## src/rtl/uart_os_rx_pkg.sv

```systemverilog
package uart_os_rx_pkg;
  typedef enum logic [1:0] {
    RX_IDLE  = 2'd0,
    RX_START = 2'd1,
    RX_DATA  = 2'd2,
    RX_STOP  = 2'd3
  } rx_state_e;
endpackage

```

## src/rtl/uart_tick_div.sv

```systemverilog
module uart_tick_div #(
  parameter int CLK_DIV = 326
) (
  input  logic clk,
  input  logic rst_n,
  output logic tick_o
);
  localparam int CW = (CLK_DIV > 1) ? $clog2(CLK_DIV) : 1;
  localparam logic [CW-1:0] LAST = CW'(CLK_DIV - 1);

  logic [CW-1:0] cnt_q, cnt_n;

  assign tick_o = (cnt_q == LAST);

  always_comb begin
    cnt_n = cnt_q + 1'b1;
    if (tick_o) cnt_n = '0;
  end

  always_ff @(posedge clk or negedge rst_n) begin
    if (!rst_n) cnt_q <= '0;
    else        cnt_q <= cnt_n;
  end

  generate
    if (CLK_DIV > 1) begin : g_gap
      AST_TICK_GAP: assert property (@(posedge clk) disable iff (!rst_n)
        tick_o |=> !tick_o);
    end
  endgenerate
endmodule

```

## src/rtl/uart_rx_sync.sv

```systemverilog
module uart_rx_sync #(
  parameter int STAGES = 2
) (
  input  logic clk,
  input  logic rst_n,
  input  logic rx_i,
  output logic rx_s_o,
  output logic fall_o
);
  logic [STAGES-1:0] chain_q, chain_n;
  logic              dly_q;

  always_comb begin
    chain_n = {chain_q[STAGES-2:0], rx_i};
  end

  always_ff @(posedge clk or negedge rst_n) begin
    if (!rst_n) begin
      chain_q <= '1;
      dly_q   <= 1'b1;
    end else begin
      chain_q <= chain_n;
      dly_q   <= chain_q[STAGES-1];
    end
  end

  assign rx_s_o = chain_q[STAGES-1];
  assign fall_o = dly_q & ~chain_q[STAGES-1];

  AST_FALL_SINGLE: assert property (@(posedge clk) disable iff (!rst_n)
    fall_o |=> !fall_o);
endmodule

```

## src/rtl/uart_rx_frame.sv

```systemverilog
module uart_rx_frame
  import uart_os_rx_pkg::*;
#(
  parameter int DATA_BITS  = 8,
  parameter int OVERSAMPLE = 16
) (
  input  logic                 clk,
  input  logic                 rst_n,
  input  logic                 tick_i,
  input  logic                 rx_s_i,
  input  logic                 fall_i,
  output logic [DATA_BITS-1:0] data_o,
  output logic                 valid_o,
  output logic                 err_o
);
  localparam int CW = $clog2(OVERSAMPLE);
  localparam int NW = (DATA_BITS > 1) ? $clog2(DATA_BITS) : 1;
  localparam logic [CW-1:0] SAMP_A = CW'(OVERSAMPLE / 2 - 1);
  localparam logic [CW-1:0] SAMP_B = CW'(OVERSAMPLE / 2);
  localparam logic [CW-1:0] SAMP_C = CW'(OVERSAMPLE / 2 + 1);
  localparam logic [NW-1:0] LAST_BIT = NW'(DATA_BITS - 1);

  rx_state_e            state_q, state_n;
  logic [CW-1:0]        bcnt_q, bcnt_n;
  logic [NW-1:0]        nbit_q, nbit_n;
  logic                 sa_q, sa_n, sb_q, sb_n;
  logic [DATA_BITS-1:0] shreg_q, shreg_n;
  logic [DATA_BITS-1:0] data_q, data_n;
  logic                 valid_q, valid_n, err_q, err_n;
  logic                 maj;
  logic                 vote_now;

  assign maj      = (sa_q & sb_q) | (sa_q & rx_s_i) | (sb_q & rx_s_i);
  assign vote_now = tick_i && (bcnt_q == SAMP_C);

  always_comb begin
    state_n = state_q;
    bcnt_n  = bcnt_q;
    nbit_n  = nbit_q;
    sa_n    = sa_q;
    sb_n    = sb_q;
    shreg_n = shreg_q;
    data_n  = data_q;
    err_n   = err_q;
    valid_n = 1'b0;
    if (state_q == RX_IDLE) begin
      if (fall_i) begin
        state_n = RX_START;
        bcnt_n  = '0;
      end
    end else if (tick_i) begin
      bcnt_n = bcnt_q + 1'b1;
      if (bcnt_q == SAMP_A) sa_n = rx_s_i;
      if (bcnt_q == SAMP_B) sb_n = rx_s_i;
      if (vote_now) begin
        unique case (state_q)
          RX_START: begin
            if (maj) state_n = RX_IDLE;
            else begin
              state_n = RX_DATA;
              nbit_n  = '0;
            end
          end
          RX_DATA: begin
            shreg_n = {maj, shreg_q[DATA_BITS-1:1]};
            if (nbit_q == LAST_BIT) state_n = RX_STOP;
            else                    nbit_n  = nbit_q + 1'b1;
          end
          RX_STOP: begin
            data_n  = shreg_q;
            err_n   = ~maj;
            valid_n = 1'b1;
            state_n = RX_IDLE;
          end
          default: state_n = RX_IDLE;
        endcase
      end
    end
  end

  always_ff @(posedge clk or negedge rst_n) begin
    if (!rst_n) begin
      state_q <= RX_IDLE;
      bcnt_q  <= '0;
      nbit_q  <= '0;
      sa_q    <= 1'b0;
      sb_q    <= 1'b0;
      shreg_q <= '0;
      data_q  <= '0;
      valid_q <= 1'b0;
      err_q   <= 1'b0;
    end else begin
      state_q <= state_n;
      bcnt_q  <= bcnt_n;
      nbit_q  <= nbit_n;
      sa_q    <= sa_n;
      sb_q    <= sb_n;
      shreg_q <= shreg_n;
      data_q  <= data_n;
      valid_q <= valid_n;
      err_q   <= err_n;
    end
  end

  assign data_o  = data_q;
  assign valid_o = valid_q;
  assign err_o   = err_q;

  AST_VALID_PULSE: assert property (@(posedge clk) disable iff (!rst_n)
    valid_q |=> !valid_q);
  AST_HOLD_RESULT: assert property (@(posedge clk) disable iff (!rst_n)
    !valid_q |-> ($stable(data_q) && $stable(err_q)));
  AST_FALSE_START: assert property (@(posedge clk) disable iff (!rst_n)
    (state_q == RX_START && vote_now && maj) |=> (state_q == RX_IDLE));
  AST_IDLE_WAITS: assert property (@(posedge clk) disable iff (!rst_n)
    (state_q == RX_IDLE && !fall_i) |=> (state_q == RX_IDLE));
  AST_READY_AFTER_STOP: assert property (@(posedge clk) disable iff (!rst_n)
    valid_q |-> (state_q == RX_IDLE));
endmodule

```

## src/rtl/uart_os_rx.sv

```systemverilog
module uart_os_rx #(
  parameter int CLK_DIV     = 326,
  parameter int SYNC_STAGES = 2,
  parameter int DATA_BITS   = 8
) (
  input  logic                 clk,
  input  logic                 rst_n,
  input  logic                 rx_i,
  output logic [DATA_BITS-1:0] rx_data_o,
  output logic                 rx_valid_o,
  output logic                 frame_err_o
);
  localparam int OVERSAMPLE = 16;

  logic tick;
  logic rx_s;
  logic fall;

  uart_tick_div #(.CLK_DIV(CLK_DIV)) u_div (
    .clk    (clk),
    .rst_n  (rst_n),
    .tick_o (tick)
  );

  uart_rx_sync #(.STAGES(SYNC_STAGES)) u_sync (
    .clk    (clk),
    .rst_n  (rst_n),
    .rx_i   (rx_i),
    .rx_s_o (rx_s),
    .fall_o (fall)
  );

  uart_rx_frame #(.DATA_BITS(DATA_BITS), .OVERSAMPLE(OVERSAMPLE)) u_frame (
    .clk     (clk),
    .rst_n   (rst_n),
    .tick_i  (tick),
    .rx_s_i  (rx_s),
    .fall_i  (fall),
    .data_o  (rx_data_o),
    .valid_o (rx_valid_o),
    .err_o   (frame_err_o)
  );

  AST_RESET_QUIET: assert property (@(posedge clk) disable iff (!rst_n)
    $rose(rst_n) |-> !rx_valid_o);
endmodule

```

## config.mk

```make
export PLATFORM = sky130hd
export DESIGN_NAME = uart_os_rx
export DESIGN_NICKNAME = d
export VERILOG_FILES = /design/src/rtl/uart_os_rx_pkg.sv /design/src/rtl/uart_tick_div.sv /design/src/rtl/uart_rx_sync.sv /design/src/rtl/uart_rx_frame.sv /design/src/rtl/uart_os_rx.sv
export SDC_FILE = /design/constraint.sdc
export NUM_CORES = 1
export LEC_CHECK = 0
export BUFFER_PORTS_ARGS = -buffer_cell sky130_fd_sc_hd__buf_2
export CORE_MARGIN = 3
export CORE_UTILIZATION = 45
export CTS_CLUSTER_SIZE = 30
export DETAILED_ROUTE_END_ITERATION = 16
export PLACE_DENSITY = 0.68
export SLEW_MARGIN = 20
export SYNTH_ARGS = -nofsm -noshare
export SYNTH_HDL_FRONTEND = slang
export SYNTH_HIERARCHICAL = 1
export SYNTH_SLANG_ARGS = --single-unit
```

## constraint.sdc

```tcl
create_clock -name clk -period 3.05 [get_ports clk]
set_input_delay 0.1525 -clock clk [delete_from_list [all_inputs] [get_ports clk]]
set_output_delay 0.1525 -clock clk [all_outputs]
set_load 0.01 [all_outputs]
```

Word-level counts from Yosys, hierarchy flattened
Index checks and enable logic that the tools add are counted.

word-level totals
  register bits after elaboration = 41
  bits of input ports = 3
  output and inout bits = 10
  word-level logic and storage cells = 66

operators by class
  add/sub/neg operators = 3
  eq/ne operators = 12
  muxes and demuxes = 18
  bitwise logic cells = 9
  reduce and logical (&&, ||, !) cells = 12

operator list
  kind                   count
  $mux W2                6
  $mux W4                3
  $reduce_and A4 Y1      3
  $add A9 B1 Y9 const B  1
  $eq A9 B9 Y1 const B   1
  $mux W9                1
  $eq A4 B4 Y1 const B   2
  $mux W3                2
  $ne A2 B2 Y1 const B   3
  $pmux W3 S2            1
  $reduce_and A3 Y1      2
  $reduce_and A6 Y1      1
  $reduce_bool A2 Y1     3
  $add A4 B1 Y4 const B  1
  $and A1 B1 Y1          4
  $eq A2 B2 Y1 const B   2
  $eq A4 B3 Y1 const B   1
  $mux W1                4
  $pmux W2 S2            1
  $add A3 B1 Y3 const B  1
  $eq A3 B3 Y1 const B   1
  $ne A3 B1 Y1 const B   1
  $not A1 Y1             3
  $eq A2 B1 Y1 const B   1
  4 further kinds        5

Depth between registers and ports, before layout
  depth in word-level cells = 8
  depth in mapped cells = 8
  gate-level depth less buffers = 7

By module
Netlist, hierarchy kept.

by module, submodules not included
  module         times used  cells an instance  area each (um^2)  sequential area each (um^2)
  uart_rx_frame  1           106                1,398.8           725.7
  uart_tick_div  1           40                 417.9             225.2
  uart_rx_sync   1           4                  92.6              78.8

Least setup slack after synthesis
OpenSTA, ideal clock, no wires.

  kind = register to register
  from = register u_div.cnt_q[1]
  to = register u_frame.shreg_q[0]
  library setup time = 125 ps
  data arrival time = 2,000 ps
  data required time = 2,925 ps
  path slack = 925 ps
  cell stages (with the launch flop) = 8
  buffers on the path = 0
  clock period less this slack = 2,125 ps
  cell sequence = dfrtp_1 inv_1 ha_1 nand4bb_1 nor2_1 nand4b_4 nor3b_4 mux2_2

between the ends
  cells in the longest elaborated chain, start to end = 3

ends and longest elaborated chain
  item                                    line                 RTL
  start: declaration                      uart_tick_div.sv:11  logic [CW-1:0] cnt_q, cnt_n;
  start signal: assignment                uart_tick_div.sv:22  else cnt_q <= cnt_n;
  $eq A9 B9 Y1 (*)                        uart_tick_div.sv:13  assign tick_o = (cnt_q == LAST);
  net tick                                uart_os_rx.sv:15     logic tick;
  $logic_and A1 B1 Y1                     uart_rx_frame.sv:34  assign vote_now = tick_i && (bcnt_q == SAMP_C);
  $reduce_and A4 Y1 (no source line) (*)  n/a
  end signal: assignment                  uart_rx_frame.sv:98  shreg_q <= shreg_n;
  end: declaration                        uart_rx_frame.sv:27  logic [DATA_BITS-1:0] shreg_q, shreg_n;

The timed path passes the listed nets; every way through them passes the cells marked *.
A chain may end at the register's enable or synchronous reset.

Worst setup path in the final report
  from = register u_div.cnt_q[1]
  to = register u_frame.shreg_q[3]

The elaborated chain is that of the path after synthesis.

==> summary.md <==
| Metric | Value |
|---|---|
| Post-synthesis sequential area ratio | 53.9% |
| VDD IR max | 228 uV |
| Main combinational cell family by area after synthesis | simple AND/OR/NAND/NOR gates |
| Final hold slack | -0.0115 ns |
| Sinks on Clock Net | 41 |
| Remaining antenna violation count | 0 |
| Die area | 0.00506 mm^2 |
| Starting Density | 47.1% |
| Clk buf depth | 2 |
| Drt wl/cell | 14.7 um |
| Non-Filler Instances | 221 |
| Final Setup Violations | 0 |
| Pre-CTS setup slack | 0.872 ns |
| Chip width | 71.1 um |
| Slew headroom | 40.3% |
| Total Nets Final | 184 |
| CTS Buf Count | 5 |
| Post_cts resized | 0 |
| Warnings from Yosys | 6 |
| Worst-Skew Late Latency | 0.29 ns |
| Site row count | 23 |
| Number of synthesized register bits | 41 |
| Pins over their slew limit | 0 |
| Core Area | 0.00406 mm^2 |
| CP endpoint kind | flip-flop |
| Max-cap violations | 0 |
| I/O Buffers | 12 |
| Placed Instances | 212 |
| Number of global-route vias before repair | 1234 |
| IO Count | 13 |
| Setup ws final | 0.842 ns |
| Fraction of layout instances using a drive strength above 1 | 29.2% |
| # DRC | 0 |
| Post-synthesis mux area share | 12.3% |
| Setup CP Type | flip-flop to flip-flop |
| H-tree Lvls | 2 |
| Worst EP arrival | 2.38 ns |
| Complex-gate fraction of the synthesized area | 6.95% |
| Clock-pin transition on the worst setup and hold timing paths | 0.07 ns |
| Cell area after synthesis | 0.00191 mm^2 |
| ANT cells | 0 |
| Post-DP HPWL | 2300 um |
| Crit share post-route | 72.4% |
| Synth cell types | 37 |
| Routed Wire Length | 3260 um |
| Die extent in y | 71.1 um |
| Worst min-delay path class | input pin to async pin |
| Post-route setup TNS | 0 ns |
| Setup crit start kind | flip-flop |
| Drt pass-1 iters | 4 |
| Fmax | 0.453 GHz |
| Failing checks | negative hold slack |
| GRT Total Usage | 14.7% |
| Hold Vio Cnt, Final | 20 |
| Max FO, Critical Path | 8 |
| DR vias/cell | 5.19 |
| Min cycle time layout | 2.21 ns |
| Hold_buf cts | 1 |
| Synth Net Count | 164 |
| Syn Inst Count | 150 |
| Post-CTS setup buffers | 0 |
| Lkg Pwr | 1.05 nW |
| Actual slew at the worst max-slew pin | 0.895 ns |
| Largest net degree at the start of global routing | 42 |
| DRT iter0 DRCs | 75 |
| Simple-gate share of the synthesized area | 14.7% |
| First-pass GRT wire length | 5790 um |
| CTS tree | built |
| Worst Clk Skew | 0.00716 ns |
| Status | finished with violations |
| Final GP Congestion | 0.829 |
| Post-synthesis adder-cell area fraction | 7.80% |
| Syn Area/Cell | 12.7 um^2 |
| RSZ-0062 raised after global routing | false |
| Fin util | 53.3% |
| Critical path required time | 3.22 ns |
| Root Buffer | clkbuf_8 |
| Initial antenna violation count | 0 |
| Via count | 1148 |
| Final global-route overflow total | 0 |
| Pwr Density | 480 mW/mm^2 |
| Synth Area in XOR/XNOR | 2.29% |
| Synthesis-to-finish area growth | 13.2% |
==> worst paths after layout <==
path | endpoint | cells past startpoint | slack (ns) | startpoint
worst max-delay path | u_frame/shreg_q[3] | 8 | 0.84 | u_div/cnt_q[1]
worst min-delay path | u_frame/err_o | 1 | -0.01 | rst_n
worst max register to register | u_frame/shreg_q[3] | 8 | 0.84 | u_div/cnt_q[1]
worst min register to register | u_sync/chain_q[1] | 0 | 0.36 | u_sync/chain_q[0]
max in group asynchronous | u_frame/shreg_q[3] | 1 | 2.50 | rst_n
min in group clk | u_sync/chain_q[1] | 0 | 0.36 | u_sync/chain_q[0]
==> cell usage after synthesis <==
master     count  share of area [%]
nand2_1        9                1.8
inv_1          9                1.8
xnor2_1        2               0.92
nand2b_1       2               0.66
o311ai_0       1               0.46
buf_2          1               0.26
a21bo_2        1               0.52
nand3_1        5                1.3
nand4b_1       2               0.92
a21oi_1        3               0.79
nand4b_4       1                1.2
ha_1          11                7.2
a211oi_4       1                1.0
dfrtp_1       38                 50
nor2b_1        4                1.3
mux2i_1        2                1.0
and2_1         1               0.33
nand4bb_1      2                1.2
a21boi_0       1               0.39
nor2_1         7                1.4
o21bai_1       1               0.39
a32o_1         1               0.52
o21ai_0        6                1.6
dfstp_2        3                4.1
mux2_2        19                 11
a31oi_1        1               0.33
nor3_1         1               0.26
o31a_2         1               0.52
nor4b_1        1               0.46
nor2_4         1               0.59
maj3_2         1               0.59
or3_1          4                1.3
nor3b_4        1               0.98
xor2_1         3                1.4
o31ai_1        1               0.39
nor2b_4        1               0.72
nand4_1        1               0.33
==> report_power, final <==
group / leakage, nW / switching (W) / internal, W
logic: 0.447 / 0.0000271 / 0.0000153
registers: 0.544 / 0.00000332 / 0.000549
clock network: 0.0585 / 0.000176 / 0.000267
==> per-stage QoR <==
step	instance area [um^2]	total power [W]
global route	2160	0.00108
global placement	2030	0.000602
detailed placement	2030	0.000604
CTS	2160	0.00105
floorplan	1910	0.000587
finish	2160	0.00104
==> area by class of cell <==
cell class,count,area (um^2)
Clock buffer,7,86.3
Fill cell,338,1900
Clock inverter,1,30.0
Multi-Input combinational cell,99,841
Inverter,9,33.8
Timing Repair Buffer,14,77.6
Tap cell,50,62.6
Sequential cell,41,1030
==> logic make-up after synthesis <==
family	count (synthesis)
simple gates	43
compound gates	18
buf+inv	10
xor+xnor	5
flops	41
mux	21
fa+ha+maj	12
==> routing by layer <==
layer	global-route usage, %	part of all wire (%)	vias to the layer above
met3	3.41	3.1	5
met5	0	0	-
met4	5.01	1.4	0
li1	-	-	566
met2	22.9	47	15
met1	20.4	48	562
==> critical path: stages (launching register included) <==
cell and delay [ns]:
dfrtp_1 0.40, inv_1 0.06, ha_1 0.15, nand4bb_1 0.10
nor2_1 0.20, buf_4 0.20, nand4b_4 0.16, nor3b_4 0.43
mux2_2 0.39
==> state kept, by name, indices dropped and copies added, names as in the netlist <==
name             flops
u_frame/sa_q         1
u_sync/dly_q         1
u_frame/sb_q         1
u_sync/chain_q       2
u_div/cnt_q          9
u_frame/shreg_q      8
u_frame/bcnt_q       4
u_frame/valid_o      1
u_frame/nbit_q       3
u_frame/data_o       8
u_frame/err_o        1
u_frame/state_q      2
==> cells in the final DEF, fill, tap and decap left out, types with 2 or more instances in the layout <==
cell type,count
nand2b_1,2
nand4b_1,2
nor2_1,7
dfrtp_1,38
nand3_1,5
nand2_1,9
mux2i_1,2
xor2_1,3
buf_2,12
mux2_2,19
inv_1,9
or3_1,4
ha_1,11
dfstp_2,3
o21ai_0,6
a21oi_1,3
xnor2_1,2
nor2b_1,4
clkbuf_8,6
nand4bb_1,2
No activity file was read; power rests on OpenSTA's default activity.
